$ cat src/rtl/wdog_pkg.sv
package wdog_pkg;
    localparam int CNT_W   = 12;
    localparam int DATA_W  = 32;
    localparam int ADDR_W  = 2;
    localparam int KEY_W   = 8;
    localparam logic [KEY_W-1:0] RESTART_KEY = 8'hA5;

    localparam logic [ADDR_W-1:0] ADDR_CTRL  = 2'd0;
    localparam logic [ADDR_W-1:0] ADDR_MODE  = 2'd1;
    localparam logic [ADDR_W-1:0] ADDR_STAT  = 2'd2;
    localparam logic [ADDR_W-1:0] ADDR_VALUE = 2'd3;

    localparam int RSTEN_BIT = 12;
    localparam int HALT_BIT  = 13;
    localparam int DIS_BIT   = 15;
    localparam int WIN_LSB   = 16;
    localparam int KEY_LSB   = DATA_W - KEY_W;

    typedef struct packed {
        logic             dis;
        logic             dbg_halt;
        logic             rst_en;
        logic [CNT_W-1:0] window;
        logic [CNT_W-1:0] reload;
    } mode_t;

    localparam mode_t DEFAULT_MODE = '{dis: 1'b0, dbg_halt: 1'b0, rst_en: 1'b1,
                                       window: '1, reload: '1};

    function automatic mode_t unpack_mode(input logic [DATA_W-1:0] w);
        mode_t m;
        m.reload   = w[CNT_W-1:0];
        m.window   = w[WIN_LSB +: CNT_W];
        m.rst_en   = w[RSTEN_BIT];
        m.dbg_halt = w[HALT_BIT];
        m.dis      = w[DIS_BIT];
        return m;
    endfunction

    function automatic logic [DATA_W-1:0] pack_mode(input mode_t m);
        logic [DATA_W-1:0] w;
        w                    = '0;
        w[CNT_W-1:0]         = m.reload;
        w[WIN_LSB +: CNT_W]  = m.window;
        w[RSTEN_BIT]         = m.rst_en;
        w[HALT_BIT]          = m.dbg_halt;
        w[DIS_BIT]           = m.dis;
        return w;
    endfunction
endpackage

$ cat src/rtl/wdog_prescale.sv
module wdog_prescale #(
    parameter int DIV = 128
) (
    input  logic clk,
    input  logic rst_n,
    input  logic slow_en,
    input  logic run,
    input  logic clear,
    output logic tick
);
    localparam int PW = (DIV > 1) ? $clog2(DIV) : 1;
    localparam logic [PW-1:0] LAST = PW'(DIV - 1);

    typedef struct packed {
        logic [PW-1:0] cnt;
    } pre_state_t;

    pre_state_t st_d, st_q;

    always_comb begin
        st_d = st_q;
        tick = 1'b0;
        if (clear) begin
            st_d.cnt = '0;
        end else if (run && slow_en) begin
            if (st_q.cnt == LAST) begin
                st_d.cnt = '0;
                tick     = 1'b1;
            end else begin
                st_d.cnt = st_q.cnt + 1'b1;
            end
        end
    end

    always_ff @(posedge clk or negedge rst_n) begin
        if (!rst_n) st_q <= '0;
        else        st_q <= st_d;
    end
endmodule

$ cat src/rtl/wdog_counter.sv
module wdog_counter
    import wdog_pkg::*;
(
    input  logic             clk,
    input  logic             rst_n,
    input  logic             tick,
    input  mode_t            mode,
    input  logic             load,
    input  logic [CNT_W-1:0] load_val,
    input  logic             restart,
    output logic [CNT_W-1:0] cnt,
    output logic             reload_ok,
    output logic             uf_evt,
    output logic             err_evt
);
    typedef struct packed {
        logic [CNT_W-1:0] cnt;
    } cnt_state_t;

    cnt_state_t st_d, st_q;
    logic       active;

    assign active    = !mode.dis && !load;
    assign reload_ok = active && restart && (st_q.cnt <= mode.window);
    assign err_evt   = active && restart && (st_q.cnt > mode.window);
    assign cnt       = st_q.cnt;

    always_comb begin
        st_d   = st_q;
        uf_evt = 1'b0;
        if (load) begin
            st_d.cnt = load_val;
        end else if (reload_ok) begin
            st_d.cnt = mode.reload;
        end else if (active && tick) begin
            if (st_q.cnt == '0) begin
                uf_evt   = 1'b1;
                st_d.cnt = mode.reload;
            end else begin
                st_d.cnt = st_q.cnt - 1'b1;
            end
        end
    end

    always_ff @(posedge clk or negedge rst_n) begin
        if (!rst_n) st_q.cnt <= DEFAULT_MODE.reload;
        else        st_q     <= st_d;
    end
endmodule

$ cat src/rtl/wdog_rstgen.sv
module wdog_rstgen #(
    parameter int CYCLES = 8
) (
    input  logic clk,
    input  logic rst_n,
    input  logic fire,
    output logic pulse
);
    localparam int RW = $clog2(CYCLES + 1);
    localparam logic [RW-1:0] FULL = RW'(CYCLES);

    typedef struct packed {
        logic [RW-1:0] left;
    } gen_state_t;

    gen_state_t st_d, st_q;

    always_comb begin
        st_d = st_q;
        if (fire)                st_d.left = FULL;
        else if (st_q.left != 0) st_d.left = st_q.left - 1'b1;
    end

    assign pulse = (st_q.left != '0);

    always_ff @(posedge clk or negedge rst_n) begin
        if (!rst_n) st_q <= '0;
        else        st_q <= st_d;
    end
endmodule

$ cat src/rtl/wdog_regs.sv
module wdog_regs
    import wdog_pkg::*;
(
    input  logic              clk,
    input  logic              rst_n,
    input  logic              wr_en,
    input  logic              rd_en,
    input  logic [ADDR_W-1:0] addr,
    input  logic [DATA_W-1:0] wdata,
    input  logic [CNT_W-1:0]  cnt,
    input  logic              uf_evt,
    input  logic              err_evt,
    output mode_t             mode,
    output logic              locked,
    output logic              load,
    output logic [CNT_W-1:0]  load_val,
    output logic              restart,
    output logic [DATA_W-1:0] rdata
);
    typedef struct packed {
        mode_t             mode;
        logic              locked;
        logic              uf;
        logic              err;
        logic [DATA_W-1:0] rdata;
    } reg_state_t;

    localparam reg_state_t RESET_STATE = '{mode: DEFAULT_MODE, locked: 1'b0,
                                           uf: 1'b0, err: 1'b0, rdata: '0};

    reg_state_t st_d, st_q;
    mode_t      wr_mode;
    logic       unused_bits;

    assign wr_mode     = unpack_mode(wdata);
    assign load_val    = wr_mode.reload;
    assign unused_bits = ^{wdata[KEY_LSB-1:1]};

    // Decode kept apart from the state update so that event inputs do not loop
    always_comb begin
        load    = wr_en && (addr == ADDR_MODE) && !st_q.locked;
        restart = wr_en && (addr == ADDR_CTRL) && wdata[0]
                  && (wdata[KEY_LSB +: KEY_W] == RESTART_KEY);
    end

    always_comb begin
        st_d = st_q;
        if (load) begin
            st_d.mode   = wr_mode;
            st_d.locked = 1'b1;
        end
        if (rd_en) begin
            unique case (addr)
                ADDR_MODE:  st_d.rdata = pack_mode(st_q.mode);
                ADDR_STAT: begin
                    st_d.rdata = {{(DATA_W-2){1'b0}}, st_q.err, st_q.uf};
                    st_d.uf    = 1'b0;
                    st_d.err   = 1'b0;
                end
                ADDR_VALUE: st_d.rdata = {{(DATA_W-CNT_W){1'b0}}, cnt};
                default:    st_d.rdata = '0;
            endcase
        end
        if (uf_evt)  st_d.uf  = 1'b1;
        if (err_evt) st_d.err = 1'b1;
    end

    assign mode   = st_q.mode;
    assign locked = st_q.locked;
    assign rdata  = st_q.rdata;

    always_ff @(posedge clk or negedge rst_n) begin
        if (!rst_n) st_q <= RESET_STATE;
        else        st_q <= st_d;
    end
endmodule

$ cat src/rtl/wdog_window_timer.sv
module wdog_window_timer
    import wdog_pkg::*;
#(
    parameter int PRE_DIV    = 128,
    parameter int RST_CYCLES = 8
) (
    input  logic              clk,
    input  logic              rst_n,
    input  logic              slow_en,
    input  logic              dbg_req,
    input  logic              wr_en,
    input  logic              rd_en,
    input  logic [ADDR_W-1:0] addr,
    input  logic [DATA_W-1:0] wdata,
    output logic [DATA_W-1:0] rdata,
    output logic              wdt_rst
);
    mode_t            mode;
    logic             locked;
    logic             load;
    logic [CNT_W-1:0] load_val;
    logic             restart;
    logic [CNT_W-1:0] cnt;
    logic             reload_ok;
    logic             uf_evt;
    logic             err_evt;
    logic             tick;
    logic             run;
    logic             pre_clear;
    logic             fire;

    assign run       = !mode.dis && !(mode.dbg_halt && dbg_req);
    assign pre_clear = load || reload_ok;
    assign fire      = (uf_evt || err_evt) && mode.rst_en;

    wdog_regs u_regs (
        .clk(clk), .rst_n(rst_n), .wr_en(wr_en), .rd_en(rd_en), .addr(addr),
        .wdata(wdata), .cnt(cnt), .uf_evt(uf_evt), .err_evt(err_evt),
        .mode(mode), .locked(locked), .load(load), .load_val(load_val),
        .restart(restart), .rdata(rdata)
    );

    wdog_prescale #(.DIV(PRE_DIV)) u_pre (
        .clk(clk), .rst_n(rst_n), .slow_en(slow_en), .run(run),
        .clear(pre_clear), .tick(tick)
    );

    wdog_counter u_cnt (
        .clk(clk), .rst_n(rst_n), .tick(tick), .mode(mode), .load(load),
        .load_val(load_val), .restart(restart), .cnt(cnt),
        .reload_ok(reload_ok), .uf_evt(uf_evt), .err_evt(err_evt)
    );

    wdog_rstgen #(.CYCLES(RST_CYCLES)) u_rst (
        .clk(clk), .rst_n(rst_n), .fire(fire), .pulse(wdt_rst)
    );
endmodule

$ cat config.mk
export PLATFORM = sky130hd
export DESIGN_NAME = wdog_window_timer
export DESIGN_NICKNAME = d
export VERILOG_FILES = /design/src/rtl/wdog_pkg.sv /design/src/rtl/wdog_prescale.sv /design/src/rtl/wdog_counter.sv /design/src/rtl/wdog_rstgen.sv /design/src/rtl/wdog_regs.sv /design/src/rtl/wdog_window_timer.sv
export SDC_FILE = /design/constraint.sdc
export NUM_CORES = 1
export LEC_CHECK = 0
export ABC_AREA = 1
export BUFFER_PORTS_ARGS = -buffer_cell sky130_fd_sc_hd__buf_2
export CORE_MARGIN = 2
export CORE_UTILIZATION = 45
export CTS_CLUSTER_DIAMETER = 80
export DETAILED_ROUTE_END_ITERATION = 8
export PLACE_DENSITY = 0.72
export SKIP_CTS_REPAIR_TIMING = 1
export SLEW_MARGIN = 20
export SYNTH_ARGS = -nofsm -noshare
export SYNTH_HDL_FRONTEND = slang
export SYNTH_SLANG_ARGS = --single-unit
$ cat constraint.sdc
create_clock -name clk -period 1.77 [get_ports clk]
set_input_delay 0.0885 -clock clk [delete_from_list [all_inputs] [get_ports clk]]
set_output_delay 0.0885 -clock clk [all_outputs]
set_load 0.03 [all_outputs]
* Word level (Yosys, flattened, before mapping) *
Index checks and enable logic that the tools add are counted.

word-level totals
  register bits = 85
  output and inout bits = 33
  input port bits = 40
  word-level logic and storage cells = 75

cells by class
  $add $sub $neg = 3
  equal/unequal tests = 5
  mux-type cells = 21
  $lt $le $gt $ge = 2
  reductions and logical operators = 32

operators with widths
  kind                                                count
  case mux 28 bit (3 select lines)                    1
  two-way mux 12 bit                                  4
  two-way mux 34 bit                                  1
  two-way mux 7 bit                                   3
  logical AND 1 bit                                   14
  > comparator 12 bit                                 1
  <= comparator 12 bit                                1
  zero test 12 bit                                    1
  nonzero test 2 bit                                  6
  subtractor 12 x 1 -> 12 bit, second input constant  1
  two-way mux 1 bit                                   9
  == test 8 bit, second input constant                1
  two-way mux 4 bit                                   2
  adder 7 x 1 -> 7 bit, second input constant         1
  == test 7 bit, second input constant                1
  == test 2 bit, second input constant                2
  zero test 1 bit                                     4
  AND reduction 2 bit                                 2
  nonzero test 4 bit                                  1
  subtractor 4 x 1 -> 4 bit, second input constant    1
  nonzero test 3 bit                                  1
  == test 2 x 1 -> 1 bit, second input constant       1
  zero test 2 bit                                     1
  logical OR 1 bit                                    2
  two-way mux 2 bit                                   1

* Depth between registers and ports, before layout *
Gate-level depths: netlist of the first run.

  depth after elaboration = 16
  depth in mapped cells = 18
  gate-level depth less buffers = 17

* Modules after synthesis *
A second synthesis of the first run with hierarchy kept.

second synthesis, totals
  cells, all modules = 742
  area total of the unflattened synthesis = 5366.4 sq um

modules (own cells, without submodules)
  module             times used  area each (sq um)  sequential area each (sq um)  cells an instance
  wdog_regs          1           2984.1             1457.6                        366
  wdog_counter       1           1691.6             315.3                         280
  wdog_prescale      1           446.7              175.2                         63
  wdog_rstgen        1           221.5              100.1                         28
  wdog_window_timer  1           22.5               0.0                           5

* Worst setup path after synthesis of the first run *
Ideal clock, no wire load.

  kind = reg2reg
  from = reg u_regs.st_q, in the netlist u_regs.mode[23]
  to = reg u_cnt.cnt[0] (netlist name)
  arrival time = 1878 ps
  stages on the path, launching flop included = 15
  setup time = 78 ps
  clock period less this slack = 1955 ps
  path slack = -185 ps
  data required time = 1692 ps
  cells stage by stage = dfstp_2 inv_1 ha_1 nand2_1 inv_1 nand2_1 nor2_1 nand2_1 nand3_1 nand2_2 nand2_4 nand3_4 buf_4 nor2_1 a21oi_2

on the way
  longest elaborated chain between the ends = 6
  elaborated cells on any way between the ends = 8

RTL lines
  what                          line                     text
  start, declared               wdog_regs.sv:31          reg_state_t st_d, st_q;
  start signal, assigned        wdog_regs.sv:74          else st_q <= st_d;
  <= comparator 12 bit *        wdog_counter.sv:24       assign reload_ok = active && restart && (st_q.cnt <= mode.window);
  logical AND 1 bit *           wdog_counter.sv:24
  logical OR 1 bit              wdog_window_timer.sv:33  assign pre_clear = load || reload_ok;
  two-way mux 1 bit             wdog_prescale.sv:23      if (clear) begin
  logical AND 1 bit             wdog_counter.sv:35       end else if (active && tick) begin
  nonzero test 3 bit (no line)  --

Every way passes the cells marked *; elsewhere a longest branch is shown, timed or not.
A chain may end at the register's enable or synchronous reset.

* Worst setup path in the final report of the first run *
  from = reg u_regs.st_q, in the netlist u_regs.mode[20]
  to = reg u_rst.st_q[2] in the netlist's numbering

on the way
  longest elaborated chain between the ends = 11
  elaborated cells on any way between the ends = 14

RTL lines
  what                                                     line                     text
  <= comparator 12 bit                                     wdog_counter.sv:24
  logical AND 1 bit                                        wdog_counter.sv:24
  logical OR 1 bit                                         wdog_window_timer.sv:33
  two-way mux 1 bit                                        wdog_prescale.sv:23
  logical AND 1 bit                                        wdog_counter.sv:35
  two-way mux 1 bit                                        wdog_counter.sv:35
  two-way mux 1 bit                                        wdog_counter.sv:33       end else if (reload_ok) begin
  two-way mux 1 bit                                        wdog_counter.sv:31       if (load) begin
  logical OR 1 bit *                                       wdog_window_timer.sv:34  assign fire = (uf_evt || err_evt) && mode.rst_en;
  logical AND 1 bit *                                      wdog_window_timer.sv:34
  two-way mux 4 bit or nonzero test 2 bit (tied branches)  --
  end signal, assigned                                     wdog_rstgen.sv:28        else st_q <= st_d;
  end, declared                                            wdog_rstgen.sv:16        gen_state_t st_d, st_q;

Marks and branches as above.

==> metrics.cfg, run 1 <==
[floorplanning]
io_pins = 73
core.rowCount = 37
dieWidth_um = 107
design.die.area_um2 = 11500
core_um2 = 10400
start_util_pct = 46.4
chipHeight_um = 107

[cells_and_area]
utilization_pct = 59.7
drive_gt1_share_pct = 35.5
fin_cells = 871
fillers = 962
layout.nets = 786
design_area_um2 = 6190
seqCellArea_um2 = 2050
multi_input_area_um2 = 2500
syn2layout_area_growth_pct = 28.7
antenna_cells = 0

[setup_path]
crit_arrival_ps = 2390
r2r_start = u_regs.mode[20]$_DFFE_PN1P_
crit_type = flop to flop
reg2reg_to = u_rst.st_q[2]$_DFFE_PN0P_
worst_ep_required_time_ps = 2020
reg2reg_slack_ps = -370
r2r_cells = 14
critPathMaxFanout = 6
critPathLaunchType = flop
crit_path_end_kind = flop

[placement]
gp_congestion = 0.892
dpl-instance-area_um2 = 5540
placed_cells = 829
hpwl_mm = 9.51
portBuffers = 66

[power_and_ir_drop]
pwr-share-comb_pct = 10.9
leakage_nw = 3.26
power_density_nw_per_um2 = 558
p_seq_share_pct = 54.9
swShare_pct = 27.4
power.total_mw = 3.45
ir_drop_uv = 374
p_clk_share_pct = 34.2
p_switching_uw = 946
internal_power_mw = 2.50

[sta]
rsz0062_at_grt = true
fin_ws_ps = -371
finalCriticalPeriod_ps = 2140
tightest_slew_ps = 501
setup_viol = 25
fin_worst_skew_ps = 11.7
max_freq_mhz = 467
maxSlewViolCount = 0
max-slew-margin-rel_pct = 66.6
hold_viol_final = 6
setup_tns_ps = -7620
holdWs_ps = -36.8
fin_crit_sh_pct = 121

[synthesis]
synth_top_family_by_area = simple AND/OR/NAND/NOR gates
synthSimpleGateAreaFrac_pct = 27.5
yosys.area.top_type_share_pct = 22.4
yosysWarningCount = 0
synth_commonest_cells = nand2_1, inv_1, nand3_1, dfrtp_1, dfstp_2
ys_seq_area_share_pct = 42.6
synthAdderAreaFrac_pct = 4.16
synth_compound_gate_area_share_pct = 10.6
synth_cell_types = 38
synthTopCellsByArea = dfrtp_1, dfstp_2, nand2_1, buf_4, nand3_1
syn_inst = 616
syn_area_per_cell_um2 = 7.80
yosysMostFrequentCell = nand2_1
async_flop_share_pct = 100
synth_area_leader_cell = dfrtp_1
ys_ff_latch = 80
synth_edf_count = 0
synthFlopType = dfrtp_1
syn_area_um2 = 4810
synth-xor-area-share_pct = 2.37
synth.area.mux_share_pct = 0.208

[route]
routed_wirelength_mm = 13.2
ant_nets = 0
drt-pass1-iter-count = 6
first_iter_violations = 365
vias = 4399
route.detailed.vias_per_inst = 5.05
drc_errors = 0
drt-wirelength-per-cell_um = 15.2

[global_route]
grt-ovfl-total = 0
grt_pass1_vias = 4125
grt_max_degree = 37
grt_pass1_wl_mm = 20.3
grt.total_usage_pct = 22.8
antenna_found_initial = 0

[job]
cap_violations = 0

[min_path]
hold_depth = 3
hold_path.class = input pin to flop
min_from = wdata[25]
hold_end = u_regs.mode[21]$_DFFE_PN1P_

[status]
status = finished, violations left
failed_checks = negative hold slack, negative setup slack

[cts]
clock_latency_ps = 370
cts.sinks = 80
cts-buffers-inserted = 9
cts_max_level = 3
cts_tree = done
clk_path_buf_depth = 2
root_buffer = clkbuf_8
path_clk_slew_ps = 80

==> sequential cells by signal, summed over array words and instances, names as in the netlist <==
name           flops
u_regs.mode       27
u_regs.rdata      27
u_cnt.cnt         12
u_pre.st_q         7
u_rst.st_q         4
u_regs.st_q        2
u_regs.locked      1
==> metal layers <==
layer	track usage, %	vias up	wire length [µm]
li1	-	2165	-
met1	29.9	2079	5910
met2	37.6	136	6390
met3	3.81	19	675
met4	9.25	0	278
met5	0	-	0
==> worst max-delay path, stage by stage (launching register included) <==
cell and delay, ps:
dfstp_2 530, inv_2 30, ha_1 280, nand2_1 100
inv_2 40, nand2_2 90, nor2_4 50, nand4_1 90
buf_6 130, nand2_8 90, buf_6 140, a21oi_4 170
nand2_2 90, nand2_2 110, a21oi_1 70
==> final cells by class <==
| type | count | area share [%] |
|---|---|---|
| clock inverter | 4 | 0.364 |
| inverter | 61 | 3.70 |
| clock buffer | 12 | 2.18 |
| multi-input combinational | 428 | 40.4 |
| tap | 136 | 2.75 |
| timing repair buffer | 150 | 17.5 |
| sequential | 80 | 33.1 |
==> power groups by stage <==
stage               clock network, mW  registers, mW  logic [mW]
detailed placement                  0           1.93       0.343
global route                     1.27           1.90       0.407
floorplan                           0           1.92       0.245
finish                           1.18           1.89       0.377
global placement                    0           1.92       0.337
CTS                              1.20           1.89       0.344
==> how the worst max path moves through the flow <==
stage	startpoint	cells past startpoint	endpoint
after floorplan	u_regs.mode[23]$_DFFE_PN1P_	16	u_cnt.cnt[10]$_DFFE_PN1P_
after global placement	u_regs.mode[19]$_DFFE_PN1P_	12	u_cnt.cnt[1]$_DFFE_PN1P_
after detailed placement	u_regs.mode[17]$_DFFE_PN1P_	12	u_cnt.cnt[1]$_DFFE_PN1P_
after CTS	u_regs.mode[17]$_DFFE_PN1P_	12	u_cnt.cnt[1]$_DFFE_PN1P_
after global routing	u_regs.mode[22]$_DFFE_PN1P_	16	u_cnt.cnt[7]$_DFFE_PN1P_
final	u_regs.mode[20]$_DFFE_PN1P_	14	u_rst.st_q[2]$_DFFE_PN0P_
==> placed cells by master, fill, tap and decap left out, types with 21 or more instances in the layout <==
cell and n:
buf_2 65, buf_4 55, dfrtp_1 43, dfstp_2 37, dlygate4sd3_1 21, inv_1 49
nand2_1 200, nand3_1 36, nor2_1 25, o21ai_0 30
==> logic make-up after synthesis <==
logic type / Yosys count
compound gates: 80
xor+xnor: 13
fa+ha+maj: 16
buf+inv: 114
flops: 80
mux: 1
other cells: 1
simple gates: 311
==> metrics by stage <==
stage,hold WS (ps),setup slack [ps]
after floorplan,-207,-124
after global placement,89.8,-301
after detailed placement,96.6,-353
after CTS,-309,-376
after global routing,10.6,-488
final,-36.8,-371
(Power assumes the default switching activity.)
==> run 2: changes to the inputs <==
BUFFER_PORTS_ARGS = default   (was -buffer_cell sky130_fd_sc_hd__buf_2)
DONT_BUFFER_PORTS = 1   (was default)
PLACE_DENSITY = 0.66   (was 0.72)
==> run 2 against run 1 <==
The flow still finishes with violations (negative hold slack, negative setup slack). Cell count shrank 6.5%. Clock power up 19%. Sequential cell count unchanged. Combinational power down 55%. Maximum frequency down 2.5%. Core utilization fell by 2.2 points. Critical path depth fell by 2. Wire length fell by 3.9%. Sequential power is 5% higher. Die area stayed put. Global-route usage shrank 0.92 points. Worst setup slack got worse by 55 ps. Largest power group unchanged.
==> metrics.cfg, run 2 (same netlist as run 1, synthesis figures left out) <==
[placement]
gp_congestion = 0.956
hpwl_mm = 8.76
dpl-instance-area_um2 = 5140
portBuffers = 0
placed_cells = 760
dp_slack_ps = -405

[setup_path]
reg2reg_slack_ps = -430
worst_ep_required_time_ps = 2020
critPathLaunchType = flop
r2r_start = u_regs.mode[17]$_DFFE_PN1P_
crit_path_end_kind = flop
crit_arrival_ps = 2440
critPathMaxFanout = 7
r2r_cells = 12
reg2reg_to = u_rst.st_q[2]$_DFFE_PN0P_
crit_type = flop to flop

[cells_and_area]
antenna_cells = 0
fin_cells = 814
layout_commonest_cell = nand2_1
utilization_pct = 57.5
design_area_um2 = 5960
layout.nets = 729
syn2layout_area_growth_pct = 24.0
drive_gt1_share_pct = 28.5
layout_common_cells = nand2_1, buf_4, inv_1

[route]
drt-wirelength-per-cell_um = 15.6
routed_wirelength_mm = 12.7
vias = 4199
first_iter_violations = 305
ant_nets = 0
drc_errors = 0
route.detailed.vias_per_inst = 5.16
drt-pass1-iter-count = 5

[sta]
maxSlewViolCount = 0
finalCriticalPeriod_ps = 2200
max_freq_mhz = 455
max-slew-margin-rel_pct = 52.7
fin_ws_ps = -426
hold_viol_final = 81
tightest_slew_ps = 706
fin_crit_sh_pct = 124
holdWs_ps = -581
fin_worst_skew_ps = 12.7
setup_viol = 24
rsz0062_at_grt = true
setup_tns_ps = -8250

[status]
status = finished, violations left
failed_checks = negative hold slack, negative setup slack

[cts]
clock_latency_ps = 360
cts_max_level = 3
cts_tree = done
path_clk_slew_ps = 90
cts.sinks = 80
root_buffer = clkbuf_8
cts-buffers-inserted = 9
clk_path_buf_depth = 2

[power_and_ir_drop]
power_density_nw_per_um2 = 598
ir_drop_uv = 321
leakage_nw = 3.04
power.total_mw = 3.57

[global_route]
grt_max_degree = 81
antenna_found_initial = 0
grt_pass1_wl_mm = 19.5
grt.total_usage_pct = 21.9
grt_pass1_vias = 3927
grt-ovfl-total = 0

[floorplanning]
start_util_pct = 46.4
design.die.area_um2 = 11500
io_pins = 73
chipHeight_um = 107
core.rowCount = 37
dieWidth_um = 107
core_um2 = 10400

[min_path]
hold_path.class = input pin to asynchronous set/reset pin

[job]
cap_violations = 0

-- run 2: changes by cell type in the layout (fill, tap and decap cells not counted), sizes merged --
cell         delta
bufinv          +1
clkinvlp        -1
buf            -68
clkinv          -1
dlygate4sd3    +11
clkbuf          +1
-- run 2: critical path, cell delays in order (launching register included) --
cell and delay [ps]:
dfstp_2 530, inv_1 70, ha_4 270, nand4_1 140
nor2_2 140, nand2_1 80, nand3_2 100, nand2_4 120
buf_6 150, a21oi_4 200, nand2_2 100, nand2_4 120
a21oi_2 60
-- run 2: how the worst max path moves through the flow --
stage / start / end / slack, ps / depth (start not counted)
global placement: u_regs.mode[19]$_DFFE_PN1P_ / u_cnt.cnt[1]$_DFFE_PN1P_ / -320 / 12
floorplan: u_regs.mode[23]$_DFFE_PN1P_ / u_cnt.cnt[10]$_DFFE_PN1P_ / -120 / 16
global route: u_regs.mode[18]$_DFFE_PN1P_ / u_rst.st_q[3]$_DFFE_PN0P_ / -500 / 13
finish: u_regs.mode[17]$_DFFE_PN1P_ / u_rst.st_q[2]$_DFFE_PN0P_ / -430 / 12
detailed placement: u_regs.mode[19]$_DFFE_PN1P_ / u_cnt.cnt[4]$_DFFE_PN1P_ / -400 / 12
CTS: u_regs.mode[17]$_DFFE_PN1P_ / u_cnt.cnt[4]$_DFFE_PN1P_ / -430 / 12
-- run 2: metal layers --
metal  GRT usage [%]  share of wire [%]  vias up
li1                -                  -     2048
met1            28.0                 45     2011
met2            35.9                 47      120
met3            5.51                5.4       20
met4            8.06                1.9        0
met5               0                  0        -
-- run 2: area by class of cell --
class / count / area, µm²
clock inverter: 3 / 40.0
sequential: 80 / 2050
tap: 136 / 170
fill: 963 / 4410
multi-input combinational: 428 / 2500
inverter: 61 / 229
clock buffer: 13 / 159
timing repair buffer: 93 / 817
-- run 2: where the power goes --
part | internal [mW] | switching (mW) | total, mW
sequential | 1.87 | 0.115 | 1.99
combinational | 0.0760 | 0.0944 | 0.170
clock | 0.727 | 0.683 | 1.41
total | 2.67 | 0.892 | 3.57
